### src/rtl/sk_prefix_net.sv
module sk_prefix_net #(
  parameter int W = 2
) (
  input  logic [W-1:0] gi,
  input  logic [W-1:0] pi,
  output logic [W-1:0] go,
  output logic [W-1:0] po
);
  if (W == 1) begin : g_leaf
    assign go = gi;
    assign po = pi;
  end else begin : g_split
    localparam int K = W / 2;
    localparam int R = W - K;
    logic [K-1:0] lg, lp;
    logic [R-1:0] rg, rp;

    sk_prefix_net #(.W(K)) u_lo (.gi(gi[K-1:0]), .pi(pi[K-1:0]), .go(lg), .po(lp));
    sk_prefix_net #(.W(R)) u_hi (.gi(gi[W-1:K]), .pi(pi[W-1:K]), .go(rg), .po(rp));

    assign go[K-1:0] = lg;
    assign po[K-1:0] = lp;

    // lower group always on the left of the operator
    for (genvar j = 0; j < R; j++) begin : g_merge
      assign go[K+j] = rg[j] | (rp[j] & lg[K-1]);
      assign po[K+j] = rp[j] & lp[K-1];
    end
  end
endmodule

### src/rtl/sklansky_adder.sv
module sklansky_adder #(
  parameter int N = 16
) (
  input  logic [N-1:0] a,
  input  logic [N-1:0] b,
  input  logic         cin,
  output logic [N-1:0] sum,
  output logic         cout
);
  localparam int M = N + 1;

  logic [M-1:0] gi, pi, go, po;

  assign gi = {a & b, cin};
  assign pi = {a ^ b, 1'b0};

  sk_prefix_net #(.W(M)) u_net (.gi(gi), .pi(pi), .go(go), .po(po));

  assign sum  = pi[M-1:1] ^ go[M-2:0];
  assign cout = go[M-1];

  always_comb begin
    AST_CIN_SEED: assert (go[0] == cin);
    AST_NO_GROUP_PROP: assert (po == '0);
    AST_TOTAL: assert ({cout, sum} == ({1'b0, a} + {1'b0, b} + {{N{1'b0}}, cin}));
    for (int i = 0; i < N; i++) begin
      if (!a[i] && !b[i]) AST_KILL_STOP: assert (!go[i+1]);
      if (a[i] && b[i])   AST_GEN_SET: assert (go[i+1]);
      if (a[i] ^ b[i])    AST_PROP_PASS: assert (go[i+1] == go[i]);
    end
  end
endmodule

### config.mk
export PLATFORM = sky130hd
export DESIGN_NAME = sklansky_adder
export DESIGN_NICKNAME = d
export VERILOG_FILES = /design/src/rtl/sk_prefix_net.sv /design/src/rtl/sklansky_adder.sv
export SDC_FILE = /design/constraint.sdc
export NUM_CORES = 1
export LEC_CHECK = 0
export ABC_AREA = 1
export BUFFER_PORTS_ARGS = -buffer_cell sky130_fd_sc_hd__buf_4
export CORE_MARGIN = 5
export CORE_UTILIZATION = 46
export DETAILED_ROUTE_END_ITERATION = 8
export PLACE_DENSITY = 0.92
export SLEW_MARGIN = 15
export SYNTH_ARGS = -nofsm -noshare
export SYNTH_HDL_FRONTEND = slang
export SYNTH_SLANG_ARGS = --single-unit
### constraint.sdc
create_clock -name vclk -period 1.5
set_input_delay 0.15 -clock vclk [all_inputs]
set_output_delay 0.15 -clock vclk [all_outputs]
set_load 0.005 [all_outputs]
; ---- After elaboration in Yosys (flattened, before gate mapping)
; Cells that the tools add are included.
[word_totals]
register_bits = 0
in_bits = 33
output_inout_bits = 17
[op_classes]
bitwise_logic = 98
[op_table]
columns = op, n
row1 = $and A1 B1 Y1, 58
row2 = $or A1 B1 Y1, 37
row3 = $xor A16 B16 Y16, 2
row4 = $and A16 B16 Y16, 1

; ---- Longest topological paths before layout
[logic_depth]
ltp_word = 10
mapped_depth = 11
ltp_nobuf = 11

; ---- Hierarchy
; Synthesis repeated with hierarchy kept, for this count alone.
[hier_totals]
cells_unflattened = 336
hier_area_um2 = 1611.5
[by_module_without_submodules]
columns = module, instances, cells_each, area_per_inst_um2, seq_area_each_um2
row1 = sklansky_adder, 1, 97, 504.2, 0.0
row2 = sk_prefix_net at u_net.g_split.u_hi.g_split.u_hi.g_split.u_hi.g_split.u_hi ..., 8, 7, 33.8, 0.0
row3 = sk_prefix_net at u_net.g_split.u_hi.g_split.u_hi.g_split.u_hi.g_split.u_hi.g_split.u_hi ..., 17, 2, 15.0, 0.0
row4 = sk_prefix_net at u_net, 1, 47, 191.4, 0.0
row5 = sk_prefix_net at u_net.g_split.u_hi.g_split.u_lo ..., 3, 10, 37.5, 0.0
row6 = sk_prefix_net at u_net.g_split.u_hi, 1, 25, 93.8, 0.0
row7 = sk_prefix_net at u_net.g_split.u_lo, 1, 20, 75.1, 0.0
row8 = sk_prefix_net at u_net.g_split.u_hi.g_split.u_hi, 1, 15, 56.3, 0.0
row9 = sk_prefix_net at u_net.g_split.u_hi.g_split.u_hi.g_split.u_hi, 1, 12, 52.6, 0.0

; ---- Worst setup path after synthesis
; OpenSTA, ideal clock, no wires.
[synth_path]
kind = input to output
from = input port a[0]
to = output port sum[3]
t_arrival_ps = 1273
path_slack_ps = 77
path_stages = 6
path_buffers = 0
cell_sequence = inv_1 -> fa_1 -> inv_1 -> nand3_1 -> nand2_2 -> fa_1
[synth_between]
elab_chain_cells = 6
[synth_rtl]
columns = element, line_no
row1 = start: declaration, sklansky_adder.sv:4  ; input logic [N-1:0] a,
row2 = $xor A16 B16 Y16, sklansky_adder.sv:15  ; assign pi = {a ^ b, 1'b0};
row3 = $and A1 B1 Y1, sk_prefix_net.sv:26  ; assign go[K+j] = rg[j] | (rp[j] & lg[K-1]);
row4 = $or A1 B1 Y1 (*), sk_prefix_net.sv:26
row5 = $and A1 B1 Y1 (*), sk_prefix_net.sv:26
row6 = $or A1 B1 Y1 (*), sk_prefix_net.sv:26
row7 = $xor A16 B16 Y16 (*), sklansky_adder.sv:19  ; assign sum = pi[M-1:1] ^ go[M-2:0];
row8 = end: declaration, sklansky_adder.sv:7  ; output logic [N-1:0] sum,
; Mark *: on every way between the ends. The rest lies on a longest branch, timed or not.

; ---- Worst setup path in the final report
[layout_path]
from = input port a[4]
to = output port cout
[layout_between]
elab_chain_cells = 8
[layout_rtl]
columns = element, line_no
row1 = $xor A16 B16 Y16, sklansky_adder.sv:15
row2 = $and A1 B1 Y1, sk_prefix_net.sv:26
row3 = $or A1 B1 Y1, sk_prefix_net.sv:26
row4 = $and A1 B1 Y1, sk_prefix_net.sv:26
row5 = $or A1 B1 Y1, sk_prefix_net.sv:26
row6 = $or A1 B1 Y1 (*), sk_prefix_net.sv:26
row7 = $and A1 B1 Y1 (*), sk_prefix_net.sv:26
row8 = $or A1 B1 Y1 (*), sk_prefix_net.sv:26
row9 = end: declaration, sklansky_adder.sv:8  ; output logic cout
; Marks and branches as above.

==> results.toml <==
[layout]
syn_to_final_growth_pct = 92.20
seq_area_um2 = 0
final_cell_mix = "buf_4 (54), nand2_1 (30), inv_1 (26)"
final_util = 0.9209
nClkBuffers = 0
final_nets = 259
diodes = 0
seq_cells = 0
drive_gt1_frac = 0.5825
final_common_cell = "buf_4"

[drt]
num_vias = 1351
first_iter_violations = 86
dr.pass1.iters = 6
post-route-drc-count = 0
wl_mm = 4.520
viasPerCell = 5.848
wire_per_inst_um = 19.57
drtAntennaViolNets = 0

[setup_path]
crit_path_start_kind = "input pin"
end_kind = "primary output"
critPathArrivalTime_ns = 1.56
required_ns = 1.35
critPathKind = "in -> out"
crit_fanout = 5

[logic_synthesis]
yosysUniqueCellTypes = 16
synth_warnings = 0
syn_nets = 198
seq_area_frac_synth = 0
netlist_area_um2 = 818.3
syn_area_per_cell_um2 = 5.567
syn_inst = 147

[global_routing]
grtUsageTotal = 0.1976
grt-ovfl-total = 0
antenna_found_initial = 0
grt_max_degree = 6
grt_pass1_vias = 1073
grt_pass1_wl_mm = 4.174

[outcome]
violations = "setup timing"
status = "complete, but fails checks"

[die]
dieWidth_um = 52.18
die_h_um = 52.18
rows = 15
start_util = 0.4791
dieArea_um2 = 2722
io_pins = 50
core_um2 = 1708

[job]
drv_cap = 0

[min_path]
worstHoldStart = "b[3]"
hold_end = "sum[3]"
whs_path_depth = 3
hold_path.class = "in -> out"

[timing]
finalHoldViolations = 0
fin_ws_ns = -0.2072
whs_ns = 0.7039
relSlewSlack = 0.8093
slew_viol_final = 0
max_freq_mhz = 585.8
min_period_ns = 1.707
setup_viol = 16
fin_crit_sh = 1.138
rsz0062_at_grt = "yes"
worstMarginPinSlew_ns = 0.2855

[pwr]
p_comb_frac = 1.000
ir_drop_mv = 0.3116
p_seq_frac = 0
p_leak_nw = 0.8988
p_sw_frac = 0.5178
p_switching_uw = 400.6
clkPwrFrac = 0
internal-power_uw = 373.0
p_per_area_nw_per_um2 = 491.9

[place]
pre_cts_ws_ns = -0.2060
dp_hpwl_mm = 2.150
port_buffers = 50
gp_congestion = 0.7928

[clock_network]
hold_buffers = 0
-- cell families after synthesis --
family / Yosys count / synth area share
AOI/OAI and AO/OA: 12 / 0.07798
xor gates and xnor gates: 4 / 0.04282
adders and majority gates: 18 / 0.3028
buffers and inverters: 32 / 0.1468
and+or+nand+nor: 81 / 0.4297
-- final cells by class --
| cell class | count | area [um2] |
|---|---|---|
| well taps | 25 | 31.28 |
| inverters | 32 | 122.6 |
| fillers | 65 | 135.1 |
| repair buffers | 58 | 454.2 |
| multi-input cells | 116 | 964.7 |
-- worst max-delay path by stage --
stage | startpoint | to | slack (ns) | cells past startpoint
2_1_floorplan | a[0] | sum[3] | 0.08 | 6
3_3_place_gp | a[2] | sum[4] | -0.17 | 7
3_5_place_dp | a[0] | sum[3] | -0.21 | 8
4_1_cts | a[2] | sum[4] | -0.10 | 7
5_1_grt | a[4] | sum[12] | -0.25 | 11
6_report | a[4] | cout | -0.21 | 11
-- critical path, cell delays in order --
cell and delay, ns:
buf_4 0.12, ha_4 0.24, nand2_1 0.09, nand2_2 0.10, a21oi_4 0.28, nand2_8 0.12, nand2_2 0.10, nand2_2 0.06
nand2_1 0.08, nand2_1 0.07, buf_4 0.14
-- repair_timing --
action / in CTS / in global routing
resized for setup: 17 / 48
pin swaps: 6 / 20
endpoints found under the setup margin: 16 / 15
setup buffers: 0 / 1
cloned: 1 / 0
-- metal layers --
layer | up-vias | share of wire | GRT usage
li1 | 573 | - | -
met1 | 595 | 0.32 | 0.1918
met2 | 134 | 0.51 | 0.4247
met3 | 49 | 0.088 | 0.008547
met4 | 0 | 0.087 | 0.06809
met5 | - | 0 | 0
-- per-stage QoR --
step | instance area (um2) | instances | power, mW | setup TNS (ns)
after floorplan | 818.3 | 147 | 0.2802 | 0
after global placement | 1277 | 229 | 0.5279 | -1.669
after detailed placement | 1277 | 229 | 0.5536 | -2.483
after CTS | 1356 | 230 | 0.5923 | -0.8108
after global routing | 1573 | 231 | 0.8235 | -2.462
final | 1573 | 231 | 0.7736 | -1.904
-- Yosys cell counts (all sizes together) --
cell   instances  share of area
nand3          9          0.055
nor2          10          0.049
xor2           3          0.032
xnor2          1          0.011
inv           32           0.15
fa             3          0.073
nor3           1         0.0061
or2            1         0.0077
a21oi         12          0.078
ha            15           0.23
nand2         60           0.31
-- power groups by stage --
stage                     sequential, mW  combinational (mW)  clock (mW)
after global routing                   0               0.824           0
after global placement                 0               0.528           0
after CTS                              0               0.592           0
after floorplan                        0               0.280           0
after detailed placement               0               0.554           0
final                                  0               0.774           0
Power figures use the tool's default switching activity.
